`config.mk`:
```
export PLATFORM = sky130hd
export DESIGN_NAME = lpi_ctrl
export DESIGN_NICKNAME = d
export VERILOG_FILES = /design/src/rtl/lpi_pkg.sv /design/src/rtl/lpi_sync.sv /design/src/rtl/lpi_pcgroup.sv /design/src/rtl/lpi_arbiter.sv /design/src/rtl/lpi_ctrl.sv
export SDC_FILE = /design/constraint.sdc
export NUM_CORES = 1
export LEC_CHECK = 0
export BUFFER_PORTS_ARGS = -buffer_cell sky130_fd_sc_hd__clkbuf_2
export CELL_PAD_IN_SITES_DETAIL_PLACEMENT = 1
export CELL_PAD_IN_SITES_GLOBAL_PLACEMENT = 2
export CORE_MARGIN = 2
export CORE_UTILIZATION = 36
export CTS_CLUSTER_SIZE = 20
export DETAILED_ROUTE_END_ITERATION = 8
export PLACE_DENSITY = 0.8
export SLEW_MARGIN = 30
export SYNTH_ARGS = -nofsm -noshare
export SYNTH_HDL_FRONTEND = slang
export SYNTH_HIERARCHICAL = 1
export SYNTH_SLANG_ARGS = --single-unit
```
`constraint.sdc`:
```
create_clock -name clk -period 1.4 [get_ports clk]
set_input_delay 0.21 -clock clk [delete_from_list [all_inputs] [get_ports clk]]
set_output_delay 0.21 -clock clk [all_outputs]
set_load 0.1 [all_outputs]
```
`src/rtl/lpi_pkg.sv`:
```
package lpi_pkg;
   localparam int unsigned REG_CTRL      = 0;
   localparam int unsigned REG_FLAGS     = 1;
   localparam int unsigned REG_MASK_BASE = 2;
   localparam int unsigned EXT_VEC       = 0;
endpackage

```
`src/rtl/lpi_sync.sv`:
```
module lpi_sync #(
   parameter int unsigned W       = 1,
   parameter bit          RST_VAL = 1'b0
) (
   input  logic         clk,
   input  logic         rst_n,
   input  logic [W-1:0] d,
   output logic [W-1:0] q
);
   for (genvar i = 0; i < W; i++) begin : g_bit
      logic s1, s2;
      always_ff @(posedge clk or negedge rst_n) begin
         if (!rst_n) begin
            s1 <= RST_VAL;
            s2 <= RST_VAL;
         end else begin
            s1 <= d[i];
            s2 <= s1;
         end
      end
      assign q[i] = s2;
   end
endmodule

```
`src/rtl/lpi_pcgroup.sv`:
```
module lpi_pcgroup #(
   parameter int unsigned PINS = 8
) (
   input  logic            clk,
   input  logic            rst_n,
   input  logic [PINS-1:0] pins_s,
   input  logic [PINS-1:0] mask,
   output logic            hit
);
   logic [PINS-1:0] prev_q;

   always_ff @(posedge clk or negedge rst_n) begin
      if (!rst_n) prev_q <= '0;
      else        prev_q <= pins_s;
   end

   assign hit = |((pins_s ^ prev_q) & mask);
endmodule

```
`src/rtl/lpi_arbiter.sv`:
```
module lpi_arbiter #(
   parameter int unsigned N     = 4,
   localparam int unsigned IDX_W = (N > 1) ? $clog2(N) : 1
) (
   input  logic [N-1:0]     req,
   output logic             any,
   output logic [IDX_W-1:0] idx
);
   always_comb begin
      any = |req;
      idx = '0;
      for (int i = N - 1; i >= 0; i--) begin
         if (req[i]) idx = IDX_W'(i);
      end
   end
endmodule

```
`src/rtl/lpi_ctrl.sv`:
```
module lpi_ctrl #(
   parameter int unsigned GROUPS = 3,
   parameter int unsigned PINS   = 8,
   localparam int unsigned NSRC   = GROUPS + 1,
   localparam int unsigned VEC_W  = $clog2(NSRC),
   localparam int unsigned ADDR_W = $clog2(GROUPS + 2)
) (
   input  logic                   clk,
   input  logic                   rst_n,
   input  logic                   ext_req_n,
   input  logic [GROUPS*PINS-1:0] pc_pins,
   input  logic                   reg_we,
   input  logic [ADDR_W-1:0]      reg_addr,
   input  logic [PINS-1:0]        reg_wdata,
   output logic [PINS-1:0]        reg_rdata,
   input  logic [GROUPS-1:0]      flag_set,
   output logic                   irq_req,
   output logic [VEC_W-1:0]       irq_vec,
   input  logic                   irq_ack,
   input  logic                   irq_ret
);
   import lpi_pkg::*;

   if (PINS < GROUPS) begin : g_bad_width
      $error("lpi_ctrl: PINS must be at least GROUPS");
   end
   if (GROUPS < 1) begin : g_bad_groups
      $error("lpi_ctrl: GROUPS must be at least 1");
   end

   logic                   ext_s;
   logic                   ext_pend;
   logic [GROUPS*PINS-1:0] pins_s;
   logic [GROUPS-1:0]      grp_hit;
   logic [GROUPS-1:0]      flag_q;
   logic [PINS-1:0]        mask_q [GROUPS];
   logic                   gie_q;
   logic [NSRC-1:0]        src_req;
   logic                   src_any;
   logic                   ack_fire;
   logic                   wr_ctrl, wr_flags;

   lpi_sync #(.W(1), .RST_VAL(1'b1)) ext_sync_i (
      .clk(clk), .rst_n(rst_n), .d(ext_req_n), .q(ext_s));
   assign ext_pend = ~ext_s;

   lpi_sync #(.W(GROUPS*PINS), .RST_VAL(1'b0)) pin_sync_i (
      .clk(clk), .rst_n(rst_n), .d(pc_pins), .q(pins_s));

   assign wr_ctrl  = reg_we && (reg_addr == ADDR_W'(REG_CTRL));
   assign wr_flags = reg_we && (reg_addr == ADDR_W'(REG_FLAGS));
   assign ack_fire = irq_ack && irq_req;

   for (genvar g = 0; g < GROUPS; g++) begin : g_grp
      logic wr_mask;
      logic svc;

      lpi_pcgroup #(.PINS(PINS)) det_i (
         .clk(clk), .rst_n(rst_n),
         .pins_s(pins_s[g*PINS +: PINS]),
         .mask(mask_q[g]),
         .hit(grp_hit[g]));

      assign wr_mask = reg_we && (reg_addr == ADDR_W'(REG_MASK_BASE + g));
      assign svc     = ack_fire && (irq_vec == VEC_W'(g + 1));

      always_ff @(posedge clk or negedge rst_n) begin
         if (!rst_n)       mask_q[g] <= '0;
         else if (wr_mask) mask_q[g] <= reg_wdata;
      end

      always_ff @(posedge clk or negedge rst_n) begin
         if (!rst_n)                          flag_q[g] <= 1'b0;
         else if (grp_hit[g] || flag_set[g])  flag_q[g] <= 1'b1;
         else if (svc || (wr_flags && reg_wdata[g])) flag_q[g] <= 1'b0;
      end

      assign src_req[g+1] = flag_q[g];
   end

   assign src_req[EXT_VEC] = ext_pend;

   always_ff @(posedge clk or negedge rst_n) begin
      if (!rst_n)        gie_q <= 1'b0;
      else if (ack_fire) gie_q <= 1'b0;
      else if (irq_ret)  gie_q <= 1'b1;
      else if (wr_ctrl)  gie_q <= reg_wdata[0];
   end

   lpi_arbiter #(.N(NSRC)) arb_i (
      .req(src_req), .any(src_any), .idx(irq_vec));

   assign irq_req = gie_q && src_any;

   always_comb begin
      reg_rdata = '0;
      if (reg_addr == ADDR_W'(REG_CTRL)) begin
         reg_rdata[0] = gie_q;
      end else if (reg_addr == ADDR_W'(REG_FLAGS)) begin
         reg_rdata[GROUPS-1:0] = flag_q;
      end else begin
         for (int g = 0; g < GROUPS; g++) begin
            if (reg_addr == ADDR_W'(REG_MASK_BASE + g)) reg_rdata = mask_q[g];
         end
      end
   end
endmodule

```
==> out/results.env <==
DESIGN.PORTCOUNT=55
TIMING_WORST_SLEW_PIN_VALUE_NS=0.474
TRITONCTS_CLOCK_TREE='done'
POSTSYNTHCELLCOUNT=251
CRITPATHBUFINV=2
DESIGN.FINAL.NETS=389
DETAIL_ROUTE.VIAS_PER_CELL=4.58
CLOCK_POWER_SHARE_PCT=25.9
DRT.ANTENNA.VIOLATING_NETS=0
SYN2LAYOUT_AREA_GROWTH_PCT=35.0
RSZ0062_AT_GRT='true'
ANTENNA_FOUND_INITIAL=0
SYNTH.CELL_AREA_MM2=0.00382
PLACEMENT_ROWS=37
STARTING_DENSITY_OF_THE_CORE_PCT=37.0
INTERNAL_POWER_mW=4.65
FINAL.PERIOD_UTILIZATION_PCT=116
YOSYS.CELL_TYPES.COUNT=33
MULTI_INPUT_COMB_AREA_MM2=0.00124
CRIT_REQUIRED_NS=1.19
TIMING.CRITICAL_PATH.TO_TYPE='primary output'
YOSYS.AREA_SHARE.XOR_XNOR_PCT=5.50
DRC_ERRORS=0
FINALINSTANCEAREA_MM2=0.00516
STATUS='finished with violations'
MAXSLEWHEADROOM_PCT=67.9
SYNTHESIS.AREA_PER_INSTANCE_UM2=15.2
YOSYS_WARNINGS=6
DIE-AREA_MM2=0.0115
CLOCK_TREE.HTREE_LEVEL_COUNT=3
SYNTH_TOP_FAMILY_BY_AREA='multiplexers'
MAX-VDD-IR-DROP_mV=0.536
CP_SLOWEST_CELL='sky130_fd_sc_hd__dfstp_2'
DP_HPWL_MM=5.40
DIE_W_UM=107
FINAL.SETUP.WORST_SLACK_NS=-0.227
HOLD_PATH_CLASS='input pin to flop'
YS_FF_LATCH=102
FINALWORSTPATHREQUIREDPERIOD_NS=1.63
PLACEABLECOREAREA_MM2=0.0103
SHARE_SEQ_OF_TOTAL_POWER_PCT=51.8
FIN_WORST_SKEW_NS=0.00838
ASYNC_FLOP_SHARE_PCT=100
GLOBALROUTE.TOTALOVERFLOW=0
GRT_START_MAX_NET_PINS=35
HOLD_START='flag_set[0]'
HOLD_END='flag_q[0]'
P_COMB_SHARE_PCT=22.3
CRIT_PATH_START='ext_sync_i/q'
WHS_NS=0.0360
HOLD_VIOL=0
DRT_PRE_ANTENNA_ITERS=4
HOLD_PATH_DEPTH=2
FLOORPLAN.DIE.HEIGHT_UM=107
WORSTSETUPSTARTPOINTTYPE='flop'
ARRIVAL_NS=1.42
FINAL_UTIL_PCT=49.9
POWER.SWITCHING_FRACTION_PCT=29.5
SYN_NETS=295
RR_ENDPOINT='flag_q[2]'
SYNTH_SIMPLE_GATE_AREA_SHARE_PCT=4.62
GRT_PASS1_VIAS=2483
LAYOUT.FILLER_CELLS=1008
NUM_VIAS=2224
TOTAL_POWER_mW=6.59
SYNTH_COMPOUND_AREA_SHARE_PCT=6.09
CLOCK-ROOT-BUFFER='sky130_fd_sc_hd__clkbuf_8'
GRT_FIRST_PASS_WIRELENGTH_MM=12.7
CRITPATHTOPFAMILY='flip-flops'
POWER_PER_CELL_AREA_mW_PER_MM2=1280
VIOLATIONS='setup timing'
WORST_R2R_STARTPOINT='ext_sync_i/q'
P_SWITCHING_mW=1.94
LAYOUT.CELLS.NON_FILLER=486
FF_LATCH_AREA_MM2=0.00256
MAX_STAGE_DELAY_NS=0.55
SYNTH-EDFF-COUNT=0
PATH_CLK_SLEW_NS=0.10
REG2REG_SLACK_NS=-0.10
DRIVE_ABOVE_1_SHARE_PCT=48.9
MAX_CAP_VIOLATIONS=0
GROUTE.USAGE.OVERALL_PCT=14.9
SETUP_VIOL=14
INITIALDRTVIOLATIONCOUNT=57
SYNTH_SEQUENTIAL_AREA_RATIO_PCT=66.9
NUMPORTBUFFERS=54
CRITICALPATHCATEGORY='flop to primary output'
YOSYS.AREA_SHARE.ADDER_PCT=0
PLACE_AREA_MM2=0.00448
CTS_NUM_SINKS=102
TIMING.FINAL.MAX_SLEW_VIOLATIONS=0
WL_PER_CELL_UM=16.1
CLOCK_LATENCY_NS=0.37
TOTAL_LEAKAGE_POWER_nW=2.28
CRIT_CHAIN='inv_4 -> nor2_2 -> nand2_1 -> and2_4 -> buf_12'
CTS.PATH.MAX_BUFFERS=2
GPL.FINAL_WEIGHTED_CONGESTION=0.773
FINALSETUPTNS_NS=-1.67
MAX_FO_CRITICAL_PATH=3
FMAX_MHz=615
SYNTHMUXAREASHARE_PCT=10.2
TRITONCTS.NUM_BUFFERS=9
SYNTHFLOPTYPE='sky130_fd_sc_hd__dfrtp_1'
ROUTED_WL_MM=7.82
PLACE_WS_NS=-0.0870
R2R.WORST_PATH.CELLS=6
DPL.CELL_COUNT=427
DIODES=0
## kinds of logic after synthesis
family | Yosys count
flip-flops | 102
buffers and inverters | 34
multiplexers | 33
AO/OA/AOI/OAI | 32
AND/OR/NAND/NOR | 26
XOR/XNOR | 24
## area by class of cell
type	instances	area share (%)
clock buffer	10	2.67
clock inverter	6	0.874
inverter	4	0.340
multi-input combinational	115	24.1
sequential	102	49.6
tap	136	3.30
timing repair buffer	113	19.0
## state kept, by name, summed over array words and instances (netlist names)
signal / flops
ext_sync_i/g_bit.s1: 1
ext_sync_i/q: 1
flag_q: 3
g_grp.det_i/prev_q: 24
gie_q: 1
mask_q: 24
pin_sync_i/g_bit.s1: 24
pin_sync_i/g_bit.s2: 24
## worst register-to-register path, cell delays in order (launching register included)
cell and delay (ns):
sky130_fd_sc_hd__dfstp_2 0.55, sky130_fd_sc_hd__inv_4 0.05, sky130_fd_sc_hd__nor3_4 0.14, sky130_fd_sc_hd__buf_4 0.14, sky130_fd_sc_hd__buf_6 0.10, sky130_fd_sc_hd__a32oi_2 0.11, sky130_fd_sc_hd__a211o_1 0.30
## synthesized netlist by cell type, types with 3 or more instances
cell type / count / area (um2)
sky130_fd_sc_hd__dfrtp_1: 100 / 2500
sky130_fd_sc_hd__buf_4: 25 / 188
sky130_fd_sc_hd__xor2_1: 24 / 210
sky130_fd_sc_hd__mux2_2: 16 / 180
sky130_fd_sc_hd__a22oi_1: 14 / 105
sky130_fd_sc_hd__mux2i_1: 9 / 90.1
sky130_fd_sc_hd__mux2_4: 8 / 120
sky130_fd_sc_hd__nand2_1: 6 / 22.5
sky130_fd_sc_hd__o21ai_0: 6 / 30.0
sky130_fd_sc_hd__inv_1: 4 / 15.0
sky130_fd_sc_hd__a211o_1: 3 / 26.3
sky130_fd_sc_hd__a32oi_1: 3 / 26.3
sky130_fd_sc_hd__nand4_1: 3 / 18.8
sky130_fd_sc_hd__nor2_1: 3 / 11.3
## metal layers
metal  up-vias  track usage, %  wire length [um]
met1      1126            17.9              3280
li1       1029               -                 -
met2        56            24.6              4020
met4         0            6.96               159
met3        13            4.50               366
met5         -               0                 0
## what timing repair did
| action | CTS | global route |
|---|---|---|
| resized for setup | 17 | 14 |
| hold buffers | 26 | 0 |
| buffers inserted | 15 | 3 |
| hold endpoints to repair | 45 | 0 |
| pin swaps | 10 | 10 |
| endpoints found under the setup margin | 14 | 14 |
| cloned | 0 | 0 |
## cells in the final DEF (no fill, tap or decap), types with 2 or more instances in the layout
cell,instances
sky130_fd_sc_hd__dfrtp_1,97
sky130_fd_sc_hd__clkbuf_2,40
sky130_fd_sc_hd__buf_4,29
sky130_fd_sc_hd__dlygate4sd3_1,26
sky130_fd_sc_hd__xor2_1,24
sky130_fd_sc_hd__mux2_2,16
sky130_fd_sc_hd__buf_12,13
sky130_fd_sc_hd__clkbuf_8,10
sky130_fd_sc_hd__mux2_4,8
sky130_fd_sc_hd__a22oi_1,8
sky130_fd_sc_hd__nand2_1,6
sky130_fd_sc_hd__a22oi_2,6
sky130_fd_sc_hd__o21ai_4,5
sky130_fd_sc_hd__mux2i_2,5
sky130_fd_sc_hd__a211o_1,3
sky130_fd_sc_hd__clkinvlp_4,3
sky130_fd_sc_hd__dfrtp_2,3
sky130_fd_sc_hd__nand4_1,3
sky130_fd_sc_hd__buf_6,3
sky130_fd_sc_hd__nand2b_4,2
sky130_fd_sc_hd__mux2i_4,2
sky130_fd_sc_hd__o22ai_4,2
sky130_fd_sc_hd__and2_4,2
sky130_fd_sc_hd__mux2i_1,2
sky130_fd_sc_hd__and4bb_2,2
sky130_fd_sc_hd__inv_1,2
sky130_fd_sc_hd__a32oi_2,2
sky130_fd_sc_hd__dfstp_2,2
sky130_fd_sc_hd__buf_2,2
## power groups by stage
| stage | combinational [mW] | clock, mW | sequential [mW] |
|---|---|---|---|
| 4_1_cts | 1.44 | 1.78 | 3.40 |
| 6_report | 1.47 | 1.71 | 3.41 |
| 3_5_place_dp | 1.19 | 0 | 3.48 |
| 3_3_place_gp | 1.16 | 0 | 3.47 |
| 5_1_grt | 1.56 | 1.89 | 3.45 |
| 2_1_floorplan | 0.832 | 0 | 3.39 |
## worst max path at each step
stage / end / slack [ns] / cells after the start
5_1_grt: irq_vec[0] / -0.29 / 4
4_1_cts: irq_req / -0.27 / 5
3_3_place_gp: reg_rdata[1] / -0.04 / 5
3_5_place_dp: reg_rdata[1] / -0.09 / 5
2_1_floorplan: flag_q[1] / -0.61 / 4
6_report: irq_req / -0.23 / 5
(Power assumes the default switching activity.)
